$ cat config.mk
export PLATFORM = sky130hd
export DESIGN_NAME = split_load_unit
export DESIGN_NICKNAME = d
export VERILOG_FILES = /design/src/rtl/sld_pkg.sv /design/src/rtl/sld_ctrl.sv /design/src/rtl/sld_capture.sv /design/src/rtl/sld_assemble.sv /design/src/rtl/split_load_unit.sv
export SDC_FILE = /design/constraint.sdc
export NUM_CORES = 1
export LEC_CHECK = 0
export CAP_MARGIN = 20
export CORE_UTILIZATION = 36
export CTS_BUF_LIST = sky130_fd_sc_hd__clkbuf_2 sky130_fd_sc_hd__clkbuf_4 sky130_fd_sc_hd__clkbuf_8
export DETAILED_ROUTE_END_ITERATION = 8
export GPL_ROUTABILITY_DRIVEN = 1
export HOLD_SLACK_MARGIN = 0.06
export PLACE_DENSITY = 0.58
export SLEW_MARGIN = 20
export SYNTH_ARGS = -nofsm -noshare
export SYNTH_HDL_FRONTEND = slang
export SYNTH_SLANG_ARGS = --single-unit
$ cat constraint.sdc
create_clock -name clk -period 6.19 [get_ports clk]
set_clock_uncertainty 0.15 [all_clocks]
set_input_delay 1.5475 -clock clk [delete_from_list [all_inputs] [get_ports clk]]
set_output_delay 1.5475 -clock clk [all_outputs]
set_load 0.02 [all_outputs]
$ cat src/rtl/sld_pkg.sv
package sld_pkg;

    typedef enum logic [1:0] {
        ST_IDLE  = 2'd0,
        ST_ISSUE = 2'd1,
        ST_DRAIN = 2'd2,
        ST_RESP  = 2'd3
    } sld_state_e;

    localparam int unsigned WORD_BYTES = 4;
    localparam int unsigned MAX_WORDS  = 3;
    localparam int unsigned RES_BYTES  = 8;
    localparam int unsigned WIN_BYTES  = WORD_BYTES * MAX_WORDS;

    // Size code to byte count: 0 -> 2, 1 -> 4, 2/3 -> 8.
    function automatic logic [3:0] size_bytes(input logic [1:0] code);
        logic [3:0] n;
        case (code)
            2'd0:    n = 4'd2;
            2'd1:    n = 4'd4;
            default: n = 4'd8;
        endcase
        return n;
    endfunction

endpackage

$ cat src/rtl/sld_ctrl.sv
module sld_ctrl
    import sld_pkg::*;
#(
    parameter int unsigned AW = 16
) (
    input  logic          clk,
    input  logic          rst_n,
    input  logic          req_valid,
    input  logic [AW-1:0] req_addr,
    input  logic [1:0]    req_size,
    input  logic          req_big,
    output logic          req_ready,
    output logic          start,
    output logic          mem_rd,
    output logic [AW-1:0] mem_addr,
    output logic          done,
    output logic [1:0]    lat_off,
    output logic [3:0]    lat_nbytes,
    output logic          lat_big
);

    localparam int unsigned WAW = AW - 2;

    sld_state_e     state, state_nx;
    logic [WAW-1:0] base_word;
    logic [1:0]     nwords;
    logic [1:0]     issue_cnt;
    logic [4:0]     span_sum;
    logic           last_issue;

    assign span_sum   = 5'(req_addr[1:0]) + 5'(size_bytes(req_size)) + 5'd3;
    assign last_issue = (issue_cnt == nwords - 2'd1);

    // State register and request latches
    always_ff @(posedge clk or negedge rst_n) begin
        if (!rst_n) begin
            state      <= ST_IDLE;
            base_word  <= '0;
            lat_off    <= '0;
            lat_nbytes <= 4'd2;
            lat_big    <= 1'b0;
            nwords     <= 2'd1;
            issue_cnt  <= '0;
        end else begin
            state <= state_nx;
            if (start) begin
                base_word  <= req_addr[AW-1:2];
                lat_off    <= req_addr[1:0];
                lat_nbytes <= size_bytes(req_size);
                lat_big    <= req_big;
                nwords     <= span_sum[3:2];
                issue_cnt  <= '0;
            end else if (state == ST_ISSUE) begin
                issue_cnt  <= issue_cnt + 2'd1;
            end
        end
    end

    // Next state and outputs
    always_comb begin
        state_nx  = state;
        req_ready = 1'b0;
        start     = 1'b0;
        mem_rd    = 1'b0;
        done      = 1'b0;
        mem_addr  = {base_word + WAW'(issue_cnt), 2'b00};
        unique case (state)
            ST_IDLE: begin
                req_ready = 1'b1;
                if (req_valid) begin
                    start    = 1'b1;
                    state_nx = ST_ISSUE;
                end
            end
            ST_ISSUE: begin
                mem_rd = 1'b1;
                if (last_issue) state_nx = ST_DRAIN;
            end
            ST_DRAIN: begin
                state_nx = ST_RESP;
            end
            ST_RESP: begin
                done     = 1'b1;
                state_nx = ST_IDLE;
            end
        endcase
    end

    AST_BUSY_AFTER_ACCEPT: assert property (@(posedge clk) disable iff (!rst_n)
        (req_valid && req_ready) |=> !req_ready);

    AST_READ_STEP: assert property (@(posedge clk) disable iff (!rst_n)
        (mem_rd && $past(mem_rd)) |-> (mem_addr == $past(mem_addr) + AW'(4)));

    AST_READS_BOUNDED: assert property (@(posedge clk) disable iff (!rst_n)
        (mem_rd && $past(mem_rd) && $past(mem_rd, 2)) |=> !mem_rd);

    AST_DONE_PULSE: assert property (@(posedge clk) disable iff (!rst_n)
        done |=> !done);

    AST_DONE_AFTER_DATA: assert property (@(posedge clk) disable iff (!rst_n)
        done |-> !$past(mem_rd));

endmodule

$ cat src/rtl/sld_capture.sv
module sld_capture
    import sld_pkg::*;
(
    input  logic                     clk,
    input  logic                     rst_n,
    input  logic                     start,
    input  logic                     mem_rd,
    input  logic [8*WORD_BYTES-1:0]  mem_rdata,
    output logic [8*WIN_BYTES-1:0]   win
);

    localparam int unsigned WBITS = 8 * WORD_BYTES;

    logic       rd_q;
    logic [1:0] slot;

    always_ff @(posedge clk or negedge rst_n) begin
        if (!rst_n) begin
            rd_q <= 1'b0;
            slot <= '0;
        end else begin
            rd_q <= mem_rd;
            if (start)     slot <= '0;
            else if (rd_q) slot <= slot + 2'd1;
        end
    end

    for (genvar g = 0; g < MAX_WORDS; g++) begin : g_slot
        always_ff @(posedge clk or negedge rst_n) begin
            if (!rst_n)
                win[g*WBITS +: WBITS] <= '0;
            else if (rd_q && (slot == 2'(g)))
                win[g*WBITS +: WBITS] <= mem_rdata;
        end
    end

    AST_SLOT_RANGE: assert property (@(posedge clk) disable iff (!rst_n)
        rd_q |-> (slot < 2'(MAX_WORDS)));

endmodule

$ cat src/rtl/sld_assemble.sv
module sld_assemble
    import sld_pkg::*;
(
    input  logic                    clk,
    input  logic                    rst_n,
    input  logic [8*WIN_BYTES-1:0]  win,
    input  logic [1:0]              off,
    input  logic [3:0]              nbytes,
    input  logic                    big,
    input  logic                    done,
    output logic [8*RES_BYTES-1:0]  data
);

    localparam int unsigned LUT = 16;

    logic [7:0] wbyte [LUT];

    for (genvar i = 0; i < LUT; i++) begin : g_win
        if (i < WIN_BYTES) begin : g_live
            assign wbyte[i] = win[i*8 +: 8];
        end else begin : g_pad
            assign wbyte[i] = 8'h00;
        end
    end

    for (genvar j = 0; j < RES_BYTES; j++) begin : g_lane
        logic [3:0] idx;
        logic       used;
        always_comb begin
            if (big) idx = 4'(off) + nbytes - 4'd1 - 4'(j);
            else     idx = 4'(off) + 4'(j);
            used = (4'(j) < nbytes);
        end
        assign data[j*8 +: 8] = (done && used) ? wbyte[idx] : 8'h00;
    end

    AST_ZERO_EXT_HALF: assert property (@(posedge clk) disable iff (!rst_n)
        (done && nbytes == 4'd2) |-> (data[63:16] == '0));

    AST_ZERO_EXT_WORD: assert property (@(posedge clk) disable iff (!rst_n)
        (done && nbytes == 4'd4) |-> (data[63:32] == '0));

endmodule

$ cat src/rtl/split_load_unit.sv
module split_load_unit
    import sld_pkg::*;
#(
    parameter int unsigned AW = 16
) (
    input  logic          clk,
    input  logic          rst_n,
    input  logic          req_valid,
    output logic          req_ready,
    input  logic [AW-1:0] req_addr,
    input  logic [1:0]    req_size,
    input  logic          req_big,
    output logic          done,
    output logic [63:0]   done_data,
    output logic          mem_rd,
    output logic [AW-1:0] mem_addr,
    input  logic [31:0]   mem_rdata
);

    logic                   start;
    logic [1:0]             lat_off;
    logic [3:0]             lat_nbytes;
    logic                   lat_big;
    logic [8*WIN_BYTES-1:0] win;

    sld_ctrl #(.AW(AW)) u_ctrl (
        .clk        (clk),
        .rst_n      (rst_n),
        .req_valid  (req_valid),
        .req_addr   (req_addr),
        .req_size   (req_size),
        .req_big    (req_big),
        .req_ready  (req_ready),
        .start      (start),
        .mem_rd     (mem_rd),
        .mem_addr   (mem_addr),
        .done       (done),
        .lat_off    (lat_off),
        .lat_nbytes (lat_nbytes),
        .lat_big    (lat_big)
    );

    sld_capture u_capture (
        .clk       (clk),
        .rst_n     (rst_n),
        .start     (start),
        .mem_rd    (mem_rd),
        .mem_rdata (mem_rdata),
        .win       (win)
    );

    sld_assemble u_assemble (
        .clk    (clk),
        .rst_n  (rst_n),
        .win    (win),
        .off    (lat_off),
        .nbytes (lat_nbytes),
        .big    (lat_big),
        .done   (done),
        .data   (done_data)
    );

endmodule

==> results.json, run 1 <==
{
  "status": "finished, final reports clean",
  "min_path_type": "reg -> reg",
  "dieWidth_microns": 177,
  "post_drt_wl_per_cell_microns": 24.1,
  "cts_buffers": 17,
  "slew_headroom_pct": 31.9,
  "postLayoutCoreUtil_pct": 44.8,
  "fill_cells": 2763,
  "path_common_cell": "inv_1",
  "synth-seq-cells": 125,
  "io_pins": 137,
  "ys_types": 54,
  "hpwl_mm": 24.3,
  "final_cell_mix": "nand2_1, mux4_2, mux2_2",
  "drv_cap": 0,
  "gp_congestion": 0.938,
  "path_cells": "inv_1, ha_1, inv_1, ha_1, inv_1, fa_2, buf_4, nor2_1, xnor2_1, a211o_1, o22ai_1, clkdlybuf4s50_1",
  "grt_max_degree": 64,
  "grt_usage_pct": 23.4,
  "slowest_stage": "fa_2",
  "min_period_ns": 6.08,
  "dieArea_sq_um": 31400,
  "synthArstFlopShare_pct": 100,
  "grt_pass1_vias": 8665,
  "grt_pass1_wl_mm": 54.5,
  "synth_edf_count": 0,
  "ys_seq_area_share_pct": 28.3,
  "regArea_sq_um": 3140,
  "start_util_pct": 36.9,
  "antenna_found_initial": 0,
  "area_delta_synth_final_pct": 21.3,
  "highest_layer": "met4",
  "rows": 63,
  "synthFlopType": "dfrtp_1",
  "crit_path_start": "u_ctrl.lat_nbytes[1]$_DFFE_PN1P_",
  "tritoncts": "done",
  "hp-start": "u_ctrl.lat_nbytes[1]$_DFFE_PN1P_",
  "dr.pass1.iters": 6,
  "avgSynthCellArea_sq_um": 11.8,
  "cp_data_arrival_time_ns": 4.38,
  "die_y_microns": 177,
  "port-buffer-count": 134,
  "drc": 0,
  "viasPerCell": 6.15,
  "syn_area_sq_um": 11100,
  "endpoint_kind": "output pin",
  "final_hold_viol_count": 0,
  "ctsHoldBuffers": 0,
  "critPathTopFamily": "adder cells",
  "cts.clk_slew.worst_paths_ns": 0.08,
  "period_share_pct": 98.2,
  "wl_mm": 35.4,
  "slew_violations": 0,
  "final_common_cell": "nand2_1",
  "ant_nets": 0,
  "path_max_fanout": 11,
  "clockBufferDepth": 2,
  "yosys_warnings": 0,
  "cts_root_buffer": "clkbuf_8",
  "drt_iter0_markers": 823,
  "critical_path_class": "reg -> out",
  "multi_input_area_sq_um": 7560,
  "startpoint_type": "flip-flop",
  "r2r-start": "u_capture.slot[0]$_DFFE_PN0P_",
  "dp_slack_ns": 0.199,
  "vias": 9054,
  "wl_met2_mm": 16.7,
  "antennaDiodeCount": 0,
  "worstMarginPinSlew_ns": 1.02,
  "drive_gt1_share_pct": 34.7,
  "htree_levels": 4,
  "cp.required_ns": 4.49,
  "cts_sinks": 125,
  "grt-ovfl-total": 0,
  "worst_path_largest_cell_delay_ns": 0.69,
  "wl_met1_mm": 15.2,
  "clock.fmax_mhz": 165,
  "rsz0062_at_grt": "true",
  "synthCells": 941,
  "clk_latency_ns": 0.47,
  "fin_ws_ns": 0.114,
  "core_sq_um": 30000,
  "final_nets": 1145,
  "wl_met3_mm": 2.52,
  "setup_viol": 0,
  "critPathBufInv": 5
}
-- timing repair --
| item | in CTS | in global routing |
|---|---|---|
| pin swaps | 1 | 2 |
| endpoints found under the setup margin | 47 | 27 |
| resized for setup | 3 | 6 |
| cloned | 0 | 0 |
| setup buffers | 4 | 4 |
-- through the flow --
stage	area (sq um)	setup TNS, ns	hold slack, ns	std cells
after floorplan	11100	0	0.311	942
after global placement	12900	0	0.333	1431
after detailed placement	12900	0	0.331	1431
after CTS	13400	0	0.352	1467
after global routing	13400	-0.0216	0.377	1472
final	13400	0	0.341	1472
-- cell families (layout without fill, tap and decap cells) --
logic type	after synthesis	count (layout)	synth area share (%)
mux	318	318	45.8
simple gates	208	208	8.20
compound gates	147	147	8.61
flops	125	125	28.3
buf+inv	91	231	3.90
xor+xnor	29	29	2.47
fa+ha+maj	22	22	2.69
other cells	1	2	0.0339
-- cells in the mapped netlist, types with 5 or more instances --
cell type	count	area (sq um)
nand2_1	146	548
buf_1	15	56.3
nand4_1	11	68.8
nand2b_1	6	37.5
ha_1	19	238
buf_2	29	145
dfrtp_1	123	3080
xnor2_1	21	184
a31oi_1	8	50.1
o21ai_0	22	110
nor2_1	15	56.3
mux2_2	131	1480
xor2_1	7	61.3
a21oi_1	35	175
a21boi_0	6	45.0
clkbuf_1	23	86.3
a22oi_1	39	293
nand3_1	5	25.0
mux2i_1	50	500
mux4_2	137	3090
inv_1	16	60.1
nor2b_1	10	62.6
o22ai_1	22	138
-- sequential cells by signal, indices dropped and copies added (netlist names) --
signal and flops:
u_capture.win 96, u_ctrl.base_word 14, u_ctrl.lat_nbytes 3, u_capture.slot 2, u_ctrl.issue_cnt 2, u_ctrl.lat_off 2, u_ctrl.nwords 2, u_ctrl.state 2
u_capture.rd_q 1, u_ctrl.lat_big 1
-- final timing paths --
path	to	depth (start not counted)	slack, ns
min in group asynchronous	u_capture.win[38]$_DFFE_PN0P_	1	1.00
max reg2reg	u_capture.win[65]$_DFFE_PN0P_	5	3.70
max	done_data[46]	12	0.11
min	u_ctrl.lat_nbytes[1]$_DFFE_PN1P_	2	0.34
max in group asynchronous	u_ctrl.lat_off[0]$_DFFE_PN0P_	2	3.90
min reg2reg	u_ctrl.lat_nbytes[1]$_DFFE_PN1P_	2	0.34
-- area by class of cell --
cell class | instances | area share, %
clock buffers | 19 | 1.86
clock inverters | 13 | 1.15
inverters | 17 | 0.476
multi-input cells | 726 | 56.4
flip-flops and latches | 125 | 23.4
well taps | 390 | 3.64
repair buffers | 182 | 13.2
-- tightest hold or removal path, stage by stage, from the launching register on --
cell and delay [ns]:
dfstp_2 0.38, nand2_1 0.04, o21ai_0 0.07
-- layer usage --
layer | up-vias | track usage, %
met1 | 4685 | 33.0
met2 | 399 | 35.8
met3 | 67 | 4.30
li1 | 3903 | -
met5 | - | 0.641
met4 | 0 | 8.44
Power of run 1 is left out: the tool's default activity adds up to more than one toggle a clock period on the data nets, which glitch-free logic cannot reach.
==> run 2: changes to the inputs <==
Settings changed: CTS_BUF_LIST sky130_fd_sc_hd__clkbuf_2 sky130_fd_sc_hd__clkbuf_4 sky130_fd_sc_hd__clkbuf_8 to sky130_fd_sc_hd__clkbuf_8, HOLD_SLACK_MARGIN 0.06 to 0.02.
==> results.json, run 2 (synthesized netlist as in run 1, its figures left out) <==
{
  "whs_path_depth": 2,
  "antenna_found_initial": 0,
  "rsz0062_at_grt": "true",
  "cts_sinks": 125,
  "drv_cap": 0,
  "cp_data_arrival_time_ns": 4.39,
  "die_y_microns": 177,
  "fin_ws_ns": 0.100,
  "placed_area_sq_um": 12900,
  "dp_slack_ns": 0.199,
  "worstMarginPinSlew_ns": 1.02,
  "fin_tns_setup_ns": 0,
  "core_sq_um": 30000,
  "critical_path_class": "reg -> out",
  "grt_pass1_vias": 8663,
  "final_common_cell": "nand2_1",
  "period_share_pct": 98.4,
  "final_cell_mix": "nand2_1, mux4_2, mux2_2",
  "final_hold_viol_count": 0,
  "setup_viol": 0,
  "grt_pass1_wl_mm": 54.5,
  "ant_nets": 0,
  "antennaDiodeCount": 0,
  "cts.clk_slew.worst_paths_ns": 0.08,
  "slew_violations": 0,
  "io_pins": 137,
  "rows": 63,
  "path_max_fanout": 11,
  "dr.pass1.iters": 5,
  "drive_gt1_share_pct": 34.5,
  "min_path_type": "reg -> reg",
  "tritoncts": "done",
  "gp_congestion": 0.938,
  "vias": 9046,
  "drc": 0,
  "area_delta_synth_final_pct": 21.3,
  "wl_mm": 35.6,
  "startpoint_type": "flip-flop",
  "status": "finished, final reports clean",
  "largest_reg_flops": 96,
  "min_period_ns": 6.09,
  "cts_buffers": 17,
  "post_drt_wl_per_cell_microns": 24.2,
  "reg2regPathDepth": 5,
  "viasPerCell": 6.15,
  "cts_root_buffer": "clkbuf_8",
  "grt_max_degree": 64,
  "port-buffer-count": 134,
  "dieArea_sq_um": 31400,
  "clockBufferDepth": 2,
  "htree_levels": 4,
  "fin_area_sq_um": 13400,
  "cp.required_ns": 4.49,
  "drt_iter0_markers": 845,
  "clock.fmax_mhz": 164,
  "start_util_pct": 36.9,
  "grt_usage_pct": 23.4,
  "grt-ovfl-total": 0,
  "clk_latency_ns": 0.47,
  "endpoint_kind": "output pin",
  "hpwl_mm": 24.3,
  "final_nets": 1145,
  "top_register": "u_capture.win",
  "dieWidth_microns": 177,
  "reg_top3": "u_capture.win: 96 flops, u_ctrl.base_word: 14 flops, u_ctrl.lat_nbytes: 3 flops",
  "slew_headroom_pct": 31.8
}
## run 2: per-stage QoR
| step | util (%) | std cells | hold WS, ns |
|---|---|---|---|
| global placement | 43.1 | 1431 | 0.333 |
| global route | 44.8 | 1472 | 0.377 |
| finish | 44.8 | 1472 | 0.341 |
| detailed placement | 43.1 | 1431 | 0.331 |
| CTS | 44.6 | 1467 | 0.352 |
| floorplan | - | 942 | 0.311 |
## run 2: critical path, cell delays in order (launching register included)
cell	delay [ns]
dfstp_2	0.54
inv_1	0.06
ha_1	0.28
inv_1	0.15
ha_1	0.17
inv_1	0.05
fa_2	0.69
buf_4	0.18
nor2_1	0.05
xnor2_1	0.14
a211o_1	0.55
o22ai_1	0.38
clkdlybuf4s50_1	0.67
## run 2: path summary, 6_finish.rpt
path | startpoint | to | slack (ns)
worst max-delay path | u_ctrl.lat_nbytes[1]$_DFFE_PN1P_ | done_data[46] | 0.10
worst min-delay path | u_ctrl.lat_nbytes[1]$_DFFE_PN1P_ | u_ctrl.lat_nbytes[1]$_DFFE_PN1P_ | 0.34
worst max register to register | u_capture.slot[0]$_DFFE_PN0P_ | u_capture.win[65]$_DFFE_PN0P_ | 3.70
worst min register to register | u_ctrl.lat_nbytes[1]$_DFFE_PN1P_ | u_ctrl.lat_nbytes[1]$_DFFE_PN1P_ | 0.34
max in group asynchronous | rst_n | u_ctrl.lat_off[0]$_DFFE_PN0P_ | 3.90
min in group asynchronous | rst_n | u_capture.win[38]$_DFFE_PN0P_ | 1.00
## run 2: area by class of cell
type,instances,area [sq um]
clock inverter,15,161
tap,390,488
timing repair buffer,182,1760
inverter,17,63.8
multi-input combinational,726,7560
clock buffer,17,234
fill,2764,16500
sequential,125,3140
## run 2: repair_timing
item,CTS,global route
gates resized for setup,3,6
setup buffers,4,4
hold buffers,0,0
endpoints found under the setup margin,47,27
pin swaps,1,2
## run 2: layer usage
metal / GRT usage [%] / up-vias / wire length (microns)
li1: - / 3904 / -
met1: 33.0 / 4650 / 15200
met2: 35.8 / 429 / 16700
met3: 4.30 / 63 / 2620
met4: 8.44 / 0 / 1040
met5: 0.641 / - / 0
Power of run 2 is left out for the same reason.
